File: src/rtl/sgn_alu4_pkg.sv
package sgn_alu4_pkg;
  localparam int OP_W = 3;

  typedef enum logic [OP_W-1:0] {
    OP_ADD = 3'b000,
    OP_SUB = 3'b001,
    OP_AND = 3'b010,
    OP_XOR = 3'b011,
    OP_MUL = 3'b100
  } alu_op_e;
endpackage

File: src/rtl/sgn_alu4_addsub.sv
module sgn_alu4_addsub #(
  parameter int W = 4
) (
  input  logic [W-1:0] x_i,
  input  logic [W-1:0] y_i,
  input  logic         sub_i,
  output logic [W-1:0] s_o
);
  // Ripple chain: subtract is x + ~y + 1. Carry out of the top bit is dropped.
  logic [W-1:0] yy;
  logic [W-1:0] c;

  assign yy   = y_i ^ {W{sub_i}};
  assign c[0] = sub_i;

  for (genvar i = 0; i < W; i++) begin : g_bit
    assign s_o[i] = x_i[i] ^ yy[i] ^ c[i];
    if (i < W - 1) begin : g_carry
      assign c[i+1] = (x_i[i] & yy[i]) | (c[i] & (x_i[i] ^ yy[i]));
    end
  end
endmodule

File: src/rtl/sgn_alu4_mul.sv
module sgn_alu4_mul #(
  parameter int W = 4
) (
  input  logic [W-1:0] x_i,
  input  logic [W-1:0] y_i,
  output logic [W-1:0] p_o
);
  // The low W bits of a two's-complement product equal those of the
  // unsigned product, so a truncated shift-add array is sufficient.
  logic [W-1:0] acc [0:W];

  assign acc[0] = '0;

  for (genvar i = 0; i < W; i++) begin : g_row
    logic [W-1:0] part;
    assign part     = y_i[i] ? W'(x_i << i) : '0;
    assign acc[i+1] = acc[i] + part;
  end

  assign p_o = acc[W];
endmodule

File: src/rtl/sgn_alu4_eq.sv
module sgn_alu4_eq #(
  parameter int W = 4
) (
  input  logic [W-1:0] x_i,
  input  logic [W-1:0] y_i,
  output logic         eq_o
);
  logic [W-1:0] same;

  for (genvar i = 0; i < W; i++) begin : g_bit
    assign same[i] = ~(x_i[i] ^ y_i[i]);
  end

  assign eq_o = &same;
endmodule

File: src/rtl/sgn_alu4.sv
module sgn_alu4
  import sgn_alu4_pkg::*;
#(
  parameter int W = 4
) (
  input  logic [W-1:0]    a_i,
  input  logic [W-1:0]    b_i,
  input  logic [OP_W-1:0] op_i,
  output logic [W-1:0]    res_o,
  output logic            eq_o
);
  logic [W-1:0] as_res;
  logic [W-1:0] mul_res;
  logic         is_sub;

  assign is_sub = (op_i == OP_SUB);

  sgn_alu4_addsub #(.W(W)) u_addsub (
    .x_i  (a_i),
    .y_i  (b_i),
    .sub_i(is_sub),
    .s_o  (as_res)
  );

  sgn_alu4_mul #(.W(W)) u_mul (
    .x_i(a_i),
    .y_i(b_i),
    .p_o(mul_res)
  );

  sgn_alu4_eq #(.W(W)) u_eq (
    .x_i (a_i),
    .y_i (b_i),
    .eq_o(eq_o)
  );

  always_comb begin
    unique case (op_i)
      OP_ADD,
      OP_SUB:  res_o = as_res;
      OP_AND:  res_o = a_i & b_i;
      OP_XOR:  res_o = a_i ^ b_i;
      OP_MUL:  res_o = mul_res;
      default: res_o = '0;
    endcase
  end
endmodule

File: config.mk
export PLATFORM = sky130hd
export DESIGN_NAME = sgn_alu4
export DESIGN_NICKNAME = d
export VERILOG_FILES = /design/src/rtl/sgn_alu4_pkg.sv /design/src/rtl/sgn_alu4_addsub.sv /design/src/rtl/sgn_alu4_mul.sv /design/src/rtl/sgn_alu4_eq.sv /design/src/rtl/sgn_alu4.sv
export SDC_FILE = /design/constraint.sdc
export NUM_CORES = 1
export LEC_CHECK = 0
export ABC_AREA = 1
export BUFFER_PORTS_ARGS = -buffer_cell sky130_fd_sc_hd__buf_2
export CAP_MARGIN = 10
export CORE_AREA = 2 2 39 41
export DETAILED_ROUTE_END_ITERATION = 8
export DIE_AREA = 0 0 41 43
export PLACE_DENSITY_LB_ADDON = 0.12
export SLEW_MARGIN = 20
export SYNTH_ARGS = -nofsm -noshare
export SYNTH_HDL_FRONTEND = slang
export SYNTH_SLANG_ARGS = --single-unit
File: constraint.sdc
create_clock -name vclk -period 2.4
set_input_delay 0.24 -clock vclk [all_inputs]
set_output_delay 0.24 -clock vclk [all_outputs]
set_load 0.005 [all_outputs]
==> summary.txt <==
Run status
  • Status: finished, final reports clean

STA
  • Max frequency: between 400 and 500 MHz
  • Pins Over Slew Limit: 0
  • Final Hold Vio Count: 0
  • Max transition margin: 78.98%
  • RSZ-0062 raised after global routing: false
  • Setup TNS: 0 ns
  • Period Utilization, post-route: 92.16%
  • Endpoints failing setup: 0
  • Worst-Margin Slew: about 0.31 ns
  • Final Critical Period: 2.212 ns

Global routing
  • Initial antenna violation count: 0
  • First-pass GRT wire length: 1890 um
  • Largest net degree at the start of global routing: 8
  • GR Util All Layers: 14.57%
  • Vias in the first global route: 451
  • Global route total overflow: 0

Power
  • Worst vdd ir: 0.07948 mV
  • Pwr Total: 0.0001020 W
  • Clk pwr share: 0%
  • Pwr dens: 181.9 nW/um^2
  • Switching share of power: a little under three fifths
  • P_sw: 0.00005736 W
  • Internal Power: 0.00004459 W
  • Combinational Power Share: 100.0%
  • Flop pwr share: 0%
  • P_leak: approximately 0.34 nW

Final layout
  • Clock buf count: 0
  • P&R area growth vs syn: 27.27%
  • Fin nets: 113
  • Storage cell area: 0 um^2
  • Final instance area: ~560 um^2
  • Layout cells sized above 1: 24.18%
  • Finished Core Util: between 40 and 50%
  • Sequential cells: 0
  • FILL cells: between 150 and 200
  • ANT cells: 0

Yosys
  • Post-synthesis compound-gate area fraction: 6.818%
  • Post-synthesis simple-gate area fraction: 40.63%
  • Post-synth top area share: 22.16%
  • Dominant cell type by area after synthesis: nand2_1
  • Register area share after synthesis: 0%
  • Most frequent cells after synthesis: nand2_1 (26), inv_1 (13), nand3_1 (9)
  • Post-synthesis mux area share: 0%
  • Count leader, synth: nand2_1
  • Avg Cell Area, Syn: 5.952 um^2
  • Mapped Nets: between 90 and 100
  • Post-Synthesis Cells: 74
  • Adder-Cell Fraction of Synth Area: 30.68%
  • Main combinational cell family by area after synthesis: simple AND/OR/NAND/NOR gates
  • Top post-synthesis cells by area: nand2_1 (22%), ha_1 (17%), fa_1 (14%)
  • Netlist Area Pre-Place: 440.4 um^2
  • Yosys Warn Count: 0
  • Synth Area in XOR/XNOR: roughly a tenth
  • Synth unique cells: 16

Floorplan
  • Die area: around 1800 um^2
  • Core Region: around 1400 um^2
  • IO Count: 16
  • Chip Width: between 40 and 50 um
  • Row count: 14
  • Die Ht: roughly 43 um
  • Initial Utilization: a little under a third

Run
  • Max Cap Viol: 0

Route
  • Residual DRC: 0
  • DR vias/cell: approximately 4.9
  • 1st-pass router iterations: 4
  • Post-Route WL: 1091 um
  • Detailed Route Iter0 Violations: 7
  • Antenna-violating nets left: 0
  • Vias: 520
  • WL per Instance: 10.20 um

Critical path
  • CP Class: in -> out
  • Crit end category: primary output
  • CP max FO: 3
  • Kind of start point of the critical path: input port
  • WP data arrival: between 1.5 and 2 ns
  • CP Data Required Time: 2.16 ns

Placement
  • IO buf count: 16
  • Detail Placement HPWL: 975.9 um
  • Post-place instance area: between 500 and 600 um^2
  • Gp weighted congestion: 0.7894

Hold path
  • Worst hold path class: in -> out
==> worst paths after layout <==
check	from	to	slack (ns)	depth (start not counted)
max	op_i[2]	res_o[3]	0.19	12
min	op_i[2]	res_o[0]	0.87	5
==> metal layers <==
layer / vias to the layer above / share of wire [%] / global-route usage [%]
li1: 272 / - / -
met1: 236 / 49 / 22.90
met2: 12 / 47 / 23.13
met3: 0 / 3.8 / 0
met4: 0 / 0 / 0
met5: - / 0 / 0
==> through the flow <==
step / setup WS, ns / hold WS (ns) / instances
6_report: 0.1882 / 0.8721 / 107
5_1_grt: 0.007329 / 0.9121 / 107
4_1_cts: 0.09871 / 0.8615 / 107
3_5_place_dp: 0.09841 / 0.8608 / 107
3_3_place_gp: 0.1395 / 0.8571 / 107
2_1_floorplan: 0.4210 / 0.6241 / 74
==> worst max-delay path, stage by stage <==
cell,delay (ns)
buf_2,0.12
nor2_2,0.13
nand2_2,0.10
xnor2_2,0.15
fa_1,0.38
inv_1,0.07
fa_1,0.22
xor2_1,0.19
a21boi_1,0.08
o21ai_1,0.07
nand3_1,0.07
buf_2,0.13
==> placed cells by master (no fill, tap or decap) <==
cell type  Yosys  layout
nand3_1        9       9
xnor2_2        0       1
a21boi_1       1       1
nor4_1         1       1
xor2_1         3       3
buf_4          0       1
o21ai_1        2       3
fa_1           3       3
nand4_1        2       2
nor2_2         0       1
nand2_1       26      25
ha_1           6       6
nor2_1         2       1
inv_2          1       1
nand2_2        0       1
inv_1         13      13
xnor2_1        2       1
a22oi_1        1       1
nor3_2         1       1
buf_2          0      16
==> layout make-up <==
type	count	area (um^2)	area share, %
Multi-Input combinational cell	60	400.4	71.43
Timing Repair Buffer	17	87.58	15.62
Inverter	14	52.55	9.375
Tap cell	16	20.02	3.571
==> power by group through the flow <==
stage          Sequential (W)  Combinational [W]  Clock, W
2_1_floorplan               0          0.0000598         0
3_3_place_gp                0          0.0000994         0
3_5_place_dp                0           0.000101         0
4_1_cts                     0           0.000101         0
5_1_grt                     0           0.000121         0
6_report                    0           0.000102         0
==> timing repair <==
item	4_1_cts	5_1_grt
buffers inserted	0	0
hold endpoints to repair	0	0
resized for setup	0	4
hold buffers	0	0
endpoints found under the setup margin	0	1
==> logic make-up (layout without fill, tap and decap cells) <==
group	after synthesis	in the layout
AO/OA/AOI/OAI	5	5
XOR/XNOR	5	5
adder cells (fa/ha/maj)	9	9
buffers and inverters	14	31
AND/OR/NAND/NOR	41	41
Power figures use the tool's default switching activity.
